[src/rtl/tmr_pkg.sv]
package tmr_pkg;

    typedef enum logic [1:0] {
        MODE_PLAIN     = 2'b00,
        MODE_WRAP_A    = 2'b01,
        MODE_SWING_MAX = 2'b10,
        MODE_SWING_A   = 2'b11
    } tmr_mode_e;

    typedef enum logic {
        ST_RISE = 1'b0,
        ST_FALL = 1'b1
    } tmr_dir_e;

endpackage

[src/rtl/tmr_tick_sel.sv]
module tmr_tick_sel (
    input  logic [1:0] sel_i,
    input  logic       ext_i,
    output logic       tick_o
);

    always_comb begin
        unique case (sel_i)
            2'b01:   tick_o = 1'b1;
            2'b10:   tick_o = ext_i;
            default: tick_o = 1'b0;
        endcase
    end

endmodule

[src/rtl/tmr_cmp_chan.sv]
module tmr_cmp_chan #(
    parameter int W = 8
) (
    input  logic         clk,
    input  logic         rst_n,
    input  logic         we_i,
    input  logic [W-1:0] wdata_i,
    input  logic         imm_i,
    input  logic         load_i,
    input  logic         adv_i,
    input  logic [W-1:0] cnt_i,
    output logic [W-1:0] act_o,
    output logic         hit_o
);

    localparam logic [W-1:0] RST_VAL = '1;

    logic [W-1:0] stage_q;
    logic [W-1:0] act_q;

    always_ff @(posedge clk) begin
        if (!rst_n) begin
            stage_q <= RST_VAL;
            act_q   <= RST_VAL;
        end else begin
            if (we_i) begin
                stage_q <= wdata_i;
            end
            if (imm_i && we_i) begin
                act_q <= wdata_i;
            end else if (!imm_i && load_i) begin
                act_q <= stage_q;
            end
        end
    end

    assign act_o = act_q;
    assign hit_o = adv_i && (cnt_i == act_q);

    // active value frozen outside the ceiling event in buffered modes
    a_r9_hold: assert property (@(posedge clk) disable iff (!rst_n)
        (!imm_i && !load_i) |=> $stable(act_q));

    // direct update in plain mode
    a_r8_direct: assert property (@(posedge clk) disable iff (!rst_n)
        (imm_i && we_i) |=> (act_q == $past(wdata_i)));

endmodule

[src/rtl/tmr_count_core.sv]
module tmr_count_core
    import tmr_pkg::*;
#(
    parameter int W = 8
) (
    input  logic         clk,
    input  logic         rst_n,
    input  logic         tick_i,
    input  tmr_mode_e    mode_i,
    input  logic         wr_i,
    input  logic [W-1:0] wdata_i,
    input  logic [W-1:0] ceil_a_i,
    output logic [W-1:0] cnt_o,
    output logic         fall_o,
    output logic         adv_o,
    output logic         load_o,
    output logic         ovf_o
);

    localparam logic [W-1:0] ZERO = '0;
    localparam logic [W-1:0] ONE  = W'(1);
    localparam logic [W-1:0] MAXV = '1;

    tmr_dir_e     st_q, st_n;
    logic [W-1:0] cnt_q, cnt_n;
    logic         swing, adv, at_top;
    logic [W-1:0] ceil_v;

    assign swing  = (mode_i == MODE_SWING_MAX) || (mode_i == MODE_SWING_A);
    assign ceil_v = ((mode_i == MODE_WRAP_A) || (mode_i == MODE_SWING_A)) ? ceil_a_i : MAXV;
    assign adv    = tick_i && !wr_i;
    assign at_top = (cnt_q == ceil_v);

    // direction state register
    always_ff @(posedge clk) begin
        if (!rst_n) st_q <= ST_RISE;
        else        st_q <= st_n;
    end

    // next-state logic
    always_comb begin
        st_n = st_q;
        unique case (st_q)
            ST_RISE: if (swing && adv && at_top) st_n = ST_FALL;
            ST_FALL: begin
                if (!swing)                       st_n = ST_RISE;
                else if (adv && (cnt_q == ZERO))  st_n = ST_RISE;
            end
        endcase
    end

    // counter datapath and event outputs
    always_comb begin
        cnt_n = cnt_q;
        ovf_o = 1'b0;
        if (wr_i) begin
            cnt_n = wdata_i;
        end else if (adv) begin
            unique case (st_q)
                ST_RISE: begin
                    if (at_top) begin
                        if (swing) begin
                            cnt_n = (cnt_q == ZERO) ? ZERO : cnt_q - ONE;
                        end else begin
                            cnt_n = ZERO;
                            ovf_o = 1'b1;
                        end
                    end else begin
                        cnt_n = cnt_q + ONE;
                    end
                end
                ST_FALL: begin
                    if (cnt_q == ZERO) begin
                        cnt_n = ONE;
                        ovf_o = 1'b1;
                    end else begin
                        cnt_n = cnt_q - ONE;
                    end
                end
            endcase
        end
    end

    always_ff @(posedge clk) begin
        if (!rst_n) cnt_q <= ZERO;
        else        cnt_q <= cnt_n;
    end

    assign cnt_o  = cnt_q;
    assign fall_o = (st_q == ST_FALL);
    assign adv_o  = adv;
    assign load_o = adv && (st_q == ST_RISE) && at_top;

    // no tick and no write leaves the counter untouched
    a_r2_hold: assert property (@(posedge clk) disable iff (!rst_n)
        (!tick_i && !wr_i) |=> $stable(cnt_q));

    // a counter write always lands
    a_r6_write: assert property (@(posedge clk) disable iff (!rst_n)
        wr_i |=> (cnt_q == $past(wdata_i)));

    // bottom turn in swing modes
    a_r12_bottom: assert property (@(posedge clk) disable iff (!rst_n)
        (swing && adv && (st_q == ST_FALL) && (cnt_q == ZERO))
            |=> ((cnt_q == ONE) && (st_q == ST_RISE)));

    // non-swing mode forces RISE
    a_r13_leave: assert property (@(posedge clk) disable iff (!rst_n)
        !swing |=> (st_q == ST_RISE));

endmodule

[src/rtl/bidir_timer.sv]
module bidir_timer
    import tmr_pkg::*;
#(
    parameter int W   = 8,
    parameter int NCH = 2
) (
    input  logic           clk,
    input  logic           rst_n,
    input  logic [1:0]     clk_sel,
    input  logic           ext_tick,
    input  logic [1:0]     mode,
    input  logic           cnt_we,
    input  logic [W-1:0]   cnt_wdata,
    input  logic [NCH-1:0] cmp_we,
    input  logic [W-1:0]   cmp_wdata,
    input  logic [NCH:0]   flag_clr,
    output logic [W-1:0]   count,
    output logic [NCH:0]   flags,
    output logic           dir_down
);

    tmr_mode_e               mode_e;
    logic                    tick, adv, load_evt, ovf_evt, imm;
    logic [W-1:0]            cnt;
    logic [NCH-1:0][W-1:0]   act;
    logic [NCH-1:0]          hit;
    logic [NCH:0]            set_v;
    logic [NCH:0]            flag_q;

    assign mode_e = tmr_mode_e'(mode);
    assign imm    = (mode_e == MODE_PLAIN);

    tmr_tick_sel u_tick (
        .sel_i  (clk_sel),
        .ext_i  (ext_tick),
        .tick_o (tick)
    );

    tmr_count_core #(.W(W)) u_core (
        .clk      (clk),
        .rst_n    (rst_n),
        .tick_i   (tick),
        .mode_i   (mode_e),
        .wr_i     (cnt_we),
        .wdata_i  (cnt_wdata),
        .ceil_a_i (act[0]),
        .cnt_o    (cnt),
        .fall_o   (dir_down),
        .adv_o    (adv),
        .load_o   (load_evt),
        .ovf_o    (ovf_evt)
    );

    for (genvar c = 0; c < NCH; c++) begin : g_chan
        tmr_cmp_chan #(.W(W)) u_chan (
            .clk     (clk),
            .rst_n   (rst_n),
            .we_i    (cmp_we[c]),
            .wdata_i (cmp_wdata),
            .imm_i   (imm),
            .load_i  (load_evt),
            .adv_i   (adv),
            .cnt_i   (cnt),
            .act_o   (act[c]),
            .hit_o   (hit[c])
        );
    end

    assign set_v = {hit, ovf_evt};

    always_ff @(posedge clk) begin
        if (!rst_n) flag_q <= '0;
        else        flag_q <= (flag_q & ~flag_clr) | set_v;
    end

    assign count = cnt;
    assign flags = flag_q;

    for (genvar f = 0; f <= NCH; f++) begin : g_flag_chk
        // clear takes effect when no set event competes
        a_r5_clear: assert property (@(posedge clk) disable iff (!rst_n)
            (flag_clr[f] && !set_v[f]) |=> !flag_q[f]);
        // an event always leaves its flag set
        a_r7_set: assert property (@(posedge clk) disable iff (!rst_n)
            set_v[f] |=> flag_q[f]);
    end

endmodule

[config.mk]
export PLATFORM = sky130hd
export DESIGN_NAME = bidir_timer
export DESIGN_NICKNAME = d
export VERILOG_FILES = /design/src/rtl/tmr_pkg.sv /design/src/rtl/tmr_tick_sel.sv /design/src/rtl/tmr_cmp_chan.sv /design/src/rtl/tmr_count_core.sv /design/src/rtl/bidir_timer.sv
export SDC_FILE = /design/constraint.sdc
export NUM_CORES = 1
export LEC_CHECK = 0
export ABC_CLOCK_PERIOD_IN_PS = 3200
export BUFFER_PORTS_ARGS = -buffer_cell sky130_fd_sc_hd__buf_2
export CAP_MARGIN = 20
export CORE_ASPECT_RATIO = 0.75
export CORE_MARGIN = 1
export CORE_UTILIZATION = 45
export CTS_CLUSTER_SIZE = 8
export DETAILED_ROUTE_END_ITERATION = 6
export HOLD_SLACK_MARGIN = 0.03
export PLACE_DENSITY_LB_ADDON = 0.15
export REMOVE_ABC_BUFFERS = 1
export SKIP_LAST_GASP = 1
export SYNTH_ARGS = -nofsm -noshare
export SYNTH_HDL_FRONTEND = slang
export SYNTH_SLANG_ARGS = --single-unit
[constraint.sdc]
create_clock -name clk -period 3.2 [get_ports clk]
set_input_delay 0.48 -clock clk [delete_from_list [all_inputs] [get_ports clk]]
set_output_delay 0.48 -clock clk [all_outputs]
set_load 0.01 [all_outputs]
==> flow_metrics.tcl <==
set metrics [dict create \
    tritoncts_num_sinks 44 \
    adder_cell_area_share_of_the_yosys_netlist_pct 2.34 \
    num_vias 2337 \
    cts_repair_resize_count 0 \
    vdd.ir_drop.worst_v 0.000191 \
    layout-area-overhead-vs-synth_pct 12.8 \
    cts_tree "yes" \
    yosysSeqAreaShare_pct 32.9 \
    crit_path_start_kind "flip-flop" \
    antenna_cells_inserted 0 \
    post_synth_instance_area_mm2 0.00268 \
    r2r_start "u_core.cnt_o[5]" \
    switchingPower_uw 340 \
    setup_tns_ns 0 \
    finalHoldViolCount 0 \
    timing.hold.worst.class "in2reg" \
    fp-row-count 23 \
    post_cts.repair.setup_buffers 0 \
    comb_power_share_pct 19.1 \
    globalRouteOverflowTotal 0 \
    power_density_mw_per_mm2 394 \
    max-cap-violations 0 \
    routedWlPerCell_um 15.7 \
    detail_route.first_pass.iterations 5 \
    first_iter_violations 146 \
    final_net_count 382 \
    cts-buffers-inserted 5 \
    timing.max_slew.rel_slack_pct 47.3 \
    worst_setup_path_startpoint "u_core.cnt_o[5]" \
    ys_types 57 \
    path_class "reg2reg" \
    synth_seq_cells 44 \
    hold-path-cell-count 3 \
    clk_path_buf_depth 2 \
    floorplan.die_area_mm2 0.00626 \
    worst_path_max_delay_cell "sky130_fd_sc_hd__or4b_1" \
    global_route_wire_length_before_repair_um 10800 \
    cts_root_buf "sky130_fd_sc_hd__clkbuf_8" \
    cts_htree_levels 2 \
    total_leakage_power_uw 0.00128 \
    number_of_cells_on_the_worst_reg_to_reg_path 7 \
    finalWirelength_um 6640 \
    layout_min_cycle_time_ns 2.65 \
    clkTransAtPathRegs_ns 0.08 \
    final_antenna_net_count 0 \
    intPower_uw 848 \
    setup_repair_after_global_routing_missed_its_margin "no" \
    switching_power_share_of_the_total_pct 28.6 \
    rrSetupSlack_ns 0.55 \
    num_io_pins 41 \
    postCtsHoldBufs 0 \
    clock_skew_ns 0.00338 \
    routed_via_density 5.51 \
    synth-edff-count 0 \
    maxClockFrequency_mhz 377 \
    worst_path_arrival_time_ns 2.84 \
    synth-main-ff-cell "sky130_fd_sc_hd__dfxtp_1" \
    finalHoldWorstSlack_ns 0.438 \
    critical_path.endpoint_type "flip-flop" \
    layout_worst_path_cycle_share_pct 82.9 \
    globalplace.congestion 0.839 \
    maximum_number_of_pins_on_one_net_before_global_route_repair 46 \
    clk_latency_ns 0.29 \
    slowest_delay_ns 0.65 \
    min-delay-start "cmp_wdata[5]" \
    syn-instance-count 314 \
    portBuffers 40 \
    drt_drc_violations_left 0 \
    synth-compound-area-share_pct 20.9 \
    timing.hold.worst_endpoint "g_chan[0].u_chan.stage_q[5]" \
    yosys.area_share.simple_pct 21.0 \
    synth_top_family_by_area "simple AND/OR/NAND/NOR gates" \
    reg2reg_to "g_chan[1].u_chan.act_o[4]" \
    track_usage_pct 22.4 \
    status "completed" \
    ys.warnings.count 0 \
    cp_data_required_time_ns 3.39 \
    clkPwrFrac_pct 30.8 \
    synthXorXnorAreaFrac_pct 5.24 \
    post_route_cells_drive_above_1_share_pct 19.8 \
    die-width_um 91.0 \
    dp.final_hpwl_um 4850 \
    vias_in_the_first_global_route 2028 \
    grt_antenna_before_repair 0 \
    reg_power_share_pct 50.0 \
    setup-violations-final 0 \
    ys_async_sr_fraction_pct 0 \
    initial_core_util_pct 48.4 \
    finalMaxSlewViolations 0 \
    die-height_um 68.8 \
    cell_breakdown_of_the_critical_path "nor2b_1, a2111oi_4, or4b_1, nor4_4, buf_4, nor2_2, a221o_1" \
    core_region_area_mm2 0.00553 \
    synthMuxAreaShare_pct 10.6 \
    worst_slew_pin_tran_ns 0.791 \
    critPathMaxFanout 18 \
    post_synth.cell_area_avg_um2 8.52 \
]
## final cells by class
type | instances | area, µm²
Clock buffer | 8 | 90.1
Sequential cell | 44 | 881
Tap cell | 75 | 93.8
Inverter | 16 | 62.6
Fill cell | 553 | 2510
Multi-Input combinational cell | 230 | 1610
Timing Repair Buffer | 51 | 283
## power groups by stage
stage	clock [µW]	sequential, µW	combinational [µW]
after global placement	0	607	223
after global routing	395	598	253
after detailed placement	0	606	226
final	366	594	227
after CTS	370	594	227
after floorplan	0	614	125
## cells by family after synthesis
| family | count (synthesis) |
|---|---|
| multiplexers | 28 |
| buffers and inverters | 40 |
| XOR/XNOR | 16 |
| flip-flops | 44 |
| AO/OA/AOI/OAI | 75 |
| AND/OR/NAND/NOR | 106 |
| adder cells (fa/ha/maj) | 5 |
## critical path, delay by kind of cell, from the launching register on
kind / cells / cell delay, ns
AOI/OAI and AO/OA: 2 / 0.64
buffers and inverters: 1 / 0.30
DFF: 1 / 0.44
and+or+nand+nor: 4 / 1.17
## layer usage
layer	up-vias	share of wire [%]	global-route usage, %
met5	-	0	0
met4	0	0.69	5.56
met3	4	4.0	3.51
met2	45	40	32.1
met1	1094	55	34.4
li1	1194	-	-
## per-stage QoR
stage	instances	util [%]	worst slack, ns	power, µW	instance area [µm²]
2_1_floorplan	290	-	0.259	739	2550
3_3_place_gp	416	53.0	0.647	830	2930
3_5_place_dp	416	53.0	0.573	832	2930
4_1_cts	424	54.6	0.587	1190	3020
5_1_grt	424	54.6	0.416	1250	3020
6_report	424	54.6	0.547	1190	3020
## layout by cell type, fill, tap and decap left out, drive strengths merged, types with 2 or more instances in the layout
cell type  Yosys  layout
buf           12      51
dfxtp         44      44
nand2         40      40
mux2i         26      26
o21ai         17      17
inv           16      16
nor2          15      15
xnor2         13      13
nand3b        11      11
a21oi         10      10
a31oi          9       9
nand2b         8       8
clkbuf        12       8
a22o           7       7
a211oi         6       6
nand3          5       5
a221o          5       5
ha             5       5
and2           5       5
o41a           5       5
nor2b          4       4
and3           3       3
xor2           3       3
o31ai          3       3
o2111ai        2       2
nor3           2       2
mux2           2       2
or3            2       2
o32ai          2       2
nand4          2       2
nor4           2       2
## synthesized netlist by cell type, drive strengths merged (3+ instances only)
master / number / area [µm²]
o21ai: 17 / 85.1
a22o: 7 / 61.3
and2: 5 / 31.3
and3: 3 / 18.8
a221o: 5 / 50.1
nand3b: 11 / 82.6
dfxtp: 44 / 881
o31ai: 3 / 22.5
a21oi: 10 / 50.1
o41a: 5 / 60.1
nand2b: 8 / 50.1
nor2b: 4 / 25.0
a31oi: 9 / 56.3
buf: 12 / 78.8
a211oi: 6 / 45.0
nand3: 5 / 25.0
xnor2: 13 / 114
xor2: 3 / 26.3
mux2i: 26 / 260
inv: 16 / 62.6
ha: 5 / 62.6
nor2: 15 / 58.8
clkbuf: 12 / 46.3
nand2: 40 / 150
## worst max path at each step
stage                                endpoint  slack [ns]  cells after the start
floorplan           g_chan[1].u_chan.act_o[7]        0.26                      6
global placement    g_chan[1].u_chan.act_o[6]        0.65                      8
detailed placement  g_chan[1].u_chan.act_o[4]        0.57                      8
CTS                 g_chan[1].u_chan.act_o[4]        0.59                      7
global route        g_chan[1].u_chan.act_o[5]        0.42                      7
finish              g_chan[1].u_chan.act_o[4]        0.55                      7
## flip-flops by register name (all words and copies together) (netlist names)
register and flops:
flags 3, u_core.fall_o 1, g_chan.u_chan.act_o 16, u_core.cnt_o 8
g_chan.u_chan.stage_q 16
No activity file was read; power rests on OpenSTA's default activity.
